==> src/rtl/prot_pkg.sv <==
package prot_pkg;
  localparam int ADDR_WIDTH  = 16;
  localparam int DATA_WIDTH  = 8;
  localparam int LATCH_WIDTH = 6;
  localparam int NIB_WIDTH   = 4;
  localparam int CHR_WIDTH   = 2;
  localparam int PRG_WIDTH   = 15;
  localparam int FLAG_BIT    = 5;
  localparam logic [ADDR_WIDTH-1:0] WIN_MASK  = 16'hE100;
  localparam logic [ADDR_WIDTH-1:0] WIN_MATCH = 16'h4100;

  typedef enum logic [1:0] {
    SUB_EXEC = 2'd0,
    SUB_INV  = 2'd1,
    SUB_LOAD = 2'd2,
    SUB_MODE = 2'd3
  } sub_e;
endpackage

==> src/rtl/prot_decode.sv <==
module prot_decode
  import prot_pkg::*;
#(
  parameter int ADDR_W = ADDR_WIDTH
) (
  input  logic [ADDR_W-1:0] addr_i,
  output logic              win_o,
  output sub_e              sub_o,
  output logic              commit_o
);
  assign win_o    = (addr_i & WIN_MASK) == WIN_MATCH;
  assign sub_o    = sub_e'(addr_i[1:0]);
  assign commit_o = addr_i[ADDR_W-1];
endmodule

==> src/rtl/prot_regs.sv <==
module prot_regs
  import prot_pkg::*;
#(
  parameter int DATA_W  = DATA_WIDTH,
  parameter int LATCH_W = LATCH_WIDTH,
  parameter int NIB_W   = NIB_WIDTH,
  parameter int FLAG_B  = FLAG_BIT
) (
  input  logic               clk_i,
  input  logic               rst_ni,
  input  logic               wr_i,
  input  logic               win_i,
  input  sub_e               sub_i,
  input  logic               commit_i,
  input  logic [DATA_W-1:0]  wdata_i,
  output logic [LATCH_W-1:0] in_q_o,
  output logic [LATCH_W-1:0] work_q_o,
  output logic [LATCH_W-1:0] out_q_o,
  output logic               mode_q_o,
  output logic               inv_q_o,
  output logic               mirror_q_o
);
  localparam int HI_W = LATCH_W - NIB_W;

  logic [LATCH_W-1:0] rev_d, work_d;
  logic               wr_win, wr_commit;
  logic               unused_data;

  // data lane i feeds latch bit LATCH_W-1-i
  for (genvar i = 0; i < LATCH_W; i++) begin : g_rev
    assign rev_d[i] = wdata_i[LATCH_W-1-i];
  end

  assign unused_data = ^wdata_i[DATA_W-1:LATCH_W];
  assign wr_win      = wr_i & win_i;
  assign wr_commit   = wr_i & commit_i & ~win_i;

  always_comb begin
    if (mode_q_o) begin
      work_d = {work_q_o[LATCH_W-1:NIB_W], work_q_o[NIB_W-1:0] + NIB_W'(1)};
    end else begin
      work_d = in_q_o ^ {{HI_W{1'b0}}, {NIB_W{inv_q_o}}};
    end
  end

  always_ff @(posedge clk_i or negedge rst_ni) begin
    if (!rst_ni) begin
      in_q_o     <= '0;
      work_q_o   <= '0;
      out_q_o    <= '0;
      mode_q_o   <= 1'b0;
      inv_q_o    <= 1'b0;
      mirror_q_o <= 1'b0;
    end else if (wr_win) begin
      unique case (sub_i)
        SUB_EXEC: work_q_o <= work_d;
        SUB_INV:  inv_q_o  <= wdata_i[FLAG_B];
        SUB_LOAD: in_q_o   <= rev_d;
        SUB_MODE: mode_q_o <= wdata_i[FLAG_B];
        default:  ;
      endcase
    end else if (wr_commit) begin
      out_q_o    <= work_q_o;
      mirror_q_o <= inv_q_o;
    end
  end
endmodule

==> src/rtl/prot_readback.sv <==
module prot_readback
  import prot_pkg::*;
#(
  parameter int DATA_W  = DATA_WIDTH,
  parameter int LATCH_W = LATCH_WIDTH,
  parameter int NIB_W   = NIB_WIDTH
) (
  input  logic               rd_i,
  input  logic               win_i,
  input  logic               inv_i,
  input  logic [LATCH_W-1:0] work_i,
  input  logic [DATA_W-1:0]  open_bus_i,
  output logic [DATA_W-1:0]  rdata_o,
  output logic               oe_o
);
  localparam int HI_W = LATCH_W - NIB_W;

  logic [LATCH_W-1:0] view;

  assign view    = work_i ^ {{HI_W{inv_i}}, {NIB_W{1'b0}}};
  assign oe_o    = rd_i & win_i;
  assign rdata_o = oe_o ? {open_bus_i[DATA_W-1:LATCH_W], view} : open_bus_i;
endmodule

==> src/rtl/prot_chr_banker.sv <==
module prot_chr_banker
  import prot_pkg::*;
#(
  parameter int ADDR_W  = ADDR_WIDTH,
  parameter int DATA_W  = DATA_WIDTH,
  parameter int LATCH_W = LATCH_WIDTH,
  parameter int NIB_W   = NIB_WIDTH,
  parameter int CHR_W   = CHR_WIDTH,
  parameter int PRG_W   = PRG_WIDTH
) (
  input  logic              clk_i,
  input  logic              rst_ni,
  input  logic [ADDR_W-1:0] addr_i,
  input  logic [DATA_W-1:0] wdata_i,
  input  logic              wr_i,
  input  logic              rd_i,
  input  logic [DATA_W-1:0] open_bus_i,
  output logic [DATA_W-1:0] rdata_o,
  output logic              rdata_oe_o,
  output logic [PRG_W-1:0]  prg_addr_o,
  output logic              prg_cs_o,
  output logic [CHR_W-1:0]  chr_bank_o,
  output logic              mirror_vert_o
);
  logic               win, commit;
  sub_e               sub;
  logic [LATCH_W-1:0] in_q, work_q, out_q;
  logic               mode_q, inv_q, mirror_q;
  logic               unused_out;

  prot_decode #(.ADDR_W(ADDR_W)) u_dec (
    .addr_i   (addr_i),
    .win_o    (win),
    .sub_o    (sub),
    .commit_o (commit)
  );

  prot_regs #(
    .DATA_W (DATA_W),
    .LATCH_W(LATCH_W),
    .NIB_W  (NIB_W),
    .FLAG_B (FLAG_BIT)
  ) u_regs (
    .clk_i     (clk_i),
    .rst_ni    (rst_ni),
    .wr_i      (wr_i),
    .win_i     (win),
    .sub_i     (sub),
    .commit_i  (commit),
    .wdata_i   (wdata_i),
    .in_q_o    (in_q),
    .work_q_o  (work_q),
    .out_q_o   (out_q),
    .mode_q_o  (mode_q),
    .inv_q_o   (inv_q),
    .mirror_q_o(mirror_q)
  );

  prot_readback #(
    .DATA_W (DATA_W),
    .LATCH_W(LATCH_W),
    .NIB_W  (NIB_W)
  ) u_rb (
    .rd_i      (rd_i),
    .win_i     (win),
    .inv_i     (inv_q),
    .work_i    (work_q),
    .open_bus_i(open_bus_i),
    .rdata_o   (rdata_o),
    .oe_o      (rdata_oe_o)
  );

  // upper output latch bits only exist for the commit path
  assign unused_out    = ^out_q[LATCH_W-1:CHR_W];
  assign chr_bank_o    = out_q[CHR_W-1:0];
  assign mirror_vert_o = mirror_q;
  assign prg_addr_o    = addr_i[PRG_W-1:0];
  assign prg_cs_o      = rd_i & addr_i[ADDR_W-1];
endmodule

==> config.mk <==
export PLATFORM = sky130hd
export DESIGN_NAME = prot_chr_banker
export DESIGN_NICKNAME = d
export VERILOG_FILES = /design/src/rtl/prot_pkg.sv /design/src/rtl/prot_decode.sv /design/src/rtl/prot_regs.sv /design/src/rtl/prot_readback.sv /design/src/rtl/prot_chr_banker.sv
export SDC_FILE = /design/constraint.sdc
export NUM_CORES = 1
export LEC_CHECK = 0
export BUFFER_PORTS_ARGS = -buffer_cell sky130_fd_sc_hd__buf_2
export CAP_MARGIN = 30
export CELL_PAD_IN_SITES_DETAIL_PLACEMENT = 1
export CELL_PAD_IN_SITES_GLOBAL_PLACEMENT = 1
export CORE_ASPECT_RATIO = 1.4
export CORE_MARGIN = 5
export CORE_UTILIZATION = 30
export CTS_CLUSTER_SIZE = 24
export DETAILED_ROUTE_END_ITERATION = 6
export MAX_ROUTING_LAYER = met4
export PLACE_DENSITY = 0.76
export SLEW_MARGIN = 20
export SYNTH_ARGS = -nofsm -noshare
export SYNTH_HDL_FRONTEND = slang
export SYNTH_SLANG_ARGS = --single-unit
==> constraint.sdc <==
create_clock -name clk_i -period 2.85 [get_ports clk_i]
set_input_delay 0.57 -clock clk_i [delete_from_list [all_inputs] [get_ports clk_i]]
set_output_delay 0.57 -clock clk_i [all_outputs]
set_load 0.03 [all_outputs]
==> impl_metrics.ini <==
[outcome]
status = finished clean

[sta]
slew_violations = 0
fin_tns_setup_ns = 0
skew_ns = 0.00466
rsz0062_at_grt = no
finalCritPeriodShare_pct = 82.3
finalHoldViolations = 0
fin_crit_ns = 2.35
setup_viol = 0
fmax_mhz = 426
fin_ws_ns = 0.503
slew-limit-headroom_pct = 66.8
worst-slew-pin-transition_ns = 0.495

[cells_and_area]
antenna_cells = 0
area_growth_pct = 12.9
fillers = 413
nNetsFinal = 154
layout-drive-gt1-share_pct = 55.2
stdcell_count = 156

[worst_setup_path]
cpLargestDelayFamily = simple AND/OR/NAND/NOR gates
path_cells = buf_2 -> and4bb_2 -> nand2_1 -> mux2_2 -> buf_2
crit_slowest_cell = mux2_2
cp-start-kind = input pin
cp_max_fo = 7
path_buf_inv = 2
path_class = input pin to output port
reg2reg_slack_ns = 1.49
critPathRequiredTime_ns = 2.28
cpPeakStageDelay_ns = 0.34
cp_common_cell = buf_2
worstPathArrival_ns = 1.78
endpoint_kind = output port

[yosys]
netlist_instances = 96
syn-num-nets = 133
syn_area_sq_mm = 0.00106
synth-seq-cells = 17
ys_seq_area_share_pct = 40.1
syn_avg_cell_area_sq_um = 11.0
ys_top_cells_by_area = dfrtp_1, mux2_2, buf_4
netlist.area_leader.share_pct = 40.1
synth_cell_types = 29
yosys_warnings = 0
yosysTopAreaCell = dfrtp_1

[drt]
wl_per_cell_microns = 16.1
wl_microns = 2510
detail-route-antenna-nets = 0
vias = 763
via_per_inst = 4.89
drc = 0
drt-pass1-iter-count = 4
initialDrtViolationCount = 25

[die]
start_util_pct = 31.1
core-area_sq_mm = 0.00341
die_area_sq_mm = 0.00484
io-pin-count = 64
chipHeight_microns = 80.3
chipWidth_microns = 60.2
num_rows = 25

[placed_design]
dpl.hpwl_microns = 2100
pre_cts_ws_ns = 0.500
io_buffers = 37
place_congestion = 0.708
dp.cells = 152

[pwr]
power_density_mw_per_mm2 = 519
leakage_nw = 0.596
ir_drop_mv = 0.395

[clocking]
root_buffer = clkbuf_8
clk_latency_ns = 0.25
cts.sinks = 17
clock_path_buffers = 2
tritoncts = done
cts_max_level = 1
cts_resized = 0
holdBufCountCts = 0
cts.clk_slew.worst_paths_ns = 0.07
post_cts_buffers = 0
cts_made_buffers = 3

[global_routing]
grt_max_degree = 18
grt_antenna_before_repair = 0
grt.overflow.total = 0
track_usage_pct = 11.3
grt_pass1_vias = 842
grt_first_pass_wirelength_microns = 4080

[flow_run]
drv_cap = 0

[hold_path]
min-delay-path-class = input pin to asynchronous set/reset pin
-- cells in the final DEF, fill, tap and decap left out, drive strengths merged --
cell type	n
buf	37
ha	1
nand3	3
clkinv	1
nor3	3
xnor2	2
or3b	1
nand4bb	1
clkbuf	3
or4	2
and4bb	1
o21ai	3
nor4	1
nor2	1
or2b	1
xor2	4
inv	2
and2	1
mux2	20
dfrtp	17
nand4	2
nor2b	1
o21a	1
nand4b	1
nand2	4
a311o	1
a2bb2oi	1
-- layout make-up --
cell class                 instances  area (sq um)  share of cell area, %
clock buffer                       3          41.3                   3.45
multi-input combinational         56           482                   40.3
inverter                           2          7.51                  0.628
clock inverter                     1          5.00                  0.418
timing repair buffer              37           185                   15.5
sequential                        17           425                   35.6
tap                               40          50.0                   4.18
-- sequential cells by signal, indices dropped and copies added, names as in the netlist --
register	flops
u_regs.mirror_q_o	1
u_regs.in_q_o	6
u_regs.work_q_o	6
u_regs.mode_q_o	1
u_regs.out_q_o	2
u_regs.inv_q_o	1
-- cell usage after synthesis --
library cell,instances
a2bb2oi_1,1
a311o_1,1
and2_1,1
and4bb_2,1
buf_2,1
buf_4,17
clkbuf_1,2
clkbuf_2,1
dfrtp_1,17
ha_1,1
inv_1,2
mux2_2,20
nand2_1,4
nand3_1,3
nand4_1,2
nand4b_1,1
nand4bb_1,1
nor2_1,1
nor2b_1,1
nor3_1,2
nor3_2,1
nor4_1,1
o21a_1,1
o21ai_0,3
or2b_2,1
or3b_1,1
or4_1,2
xnor2_1,2
xor2_1,4
-- final timing paths --
check / startpoint / end / depth (start not counted)
setup / recovery: addr_i[15] / rdata_o[5] / 5
hold / removal: rst_ni / u_regs.out_q_o[1] / 1
setup reg to reg: u_regs.mode_q_o / u_regs.work_q_o[3] / 3
hold reg to reg: u_regs.in_q_o[4] / u_regs.in_q_o[4] / 1
max in group asynchronous: rst_ni / u_regs.work_q_o[1] / 1
min in group clk_i: u_regs.in_q_o[4] / u_regs.in_q_o[4] / 1
-- logic make-up after synthesis --
logic type	after synthesis	share of synthesized area (%)
adder cells (fa/ha/maj)	1	1.18
multiplexers	20	21.3
flip-flops	17	40.1
XOR/XNOR	6	4.96
AND/OR/NAND/NOR	23	14.2
buffers and inverters	23	14.4
AO/OA/AOI/OAI	6	3.90
-- through the flow --
step / cell area, sq um / hold slack, ns / total power, mW / utilization, %
after floorplan: 1060 / 0.274 / 0.432 / -
after global placement: 1150 / 0.490 / 0.440 / 33.7
after detailed placement: 1150 / 0.504 / 0.451 / 33.7
after CTS: 1200 / 0.239 / 0.631 / 35.1
after global routing: 1200 / 0.255 / 0.657 / 35.1
final: 1200 / 0.232 / 0.621 / 35.1
-- metal layers --
layer	routed length (microns)	track usage (%)	part of all wire, %
met5	0	-	0
met4	0	2.66	0
met3	118	1.77	4.7
met2	1510	22.1	60
met1	881	11.3	35
-- power by group --
group | internal [mW] | total (mW) | switching, mW
combinational | 0.0647 | 0.140 | 0.0757
sequential | 0.271 | 0.304 | 0.0334
clock | 0.0968 | 0.176 | 0.0793
Power figures use the tool's default switching activity.
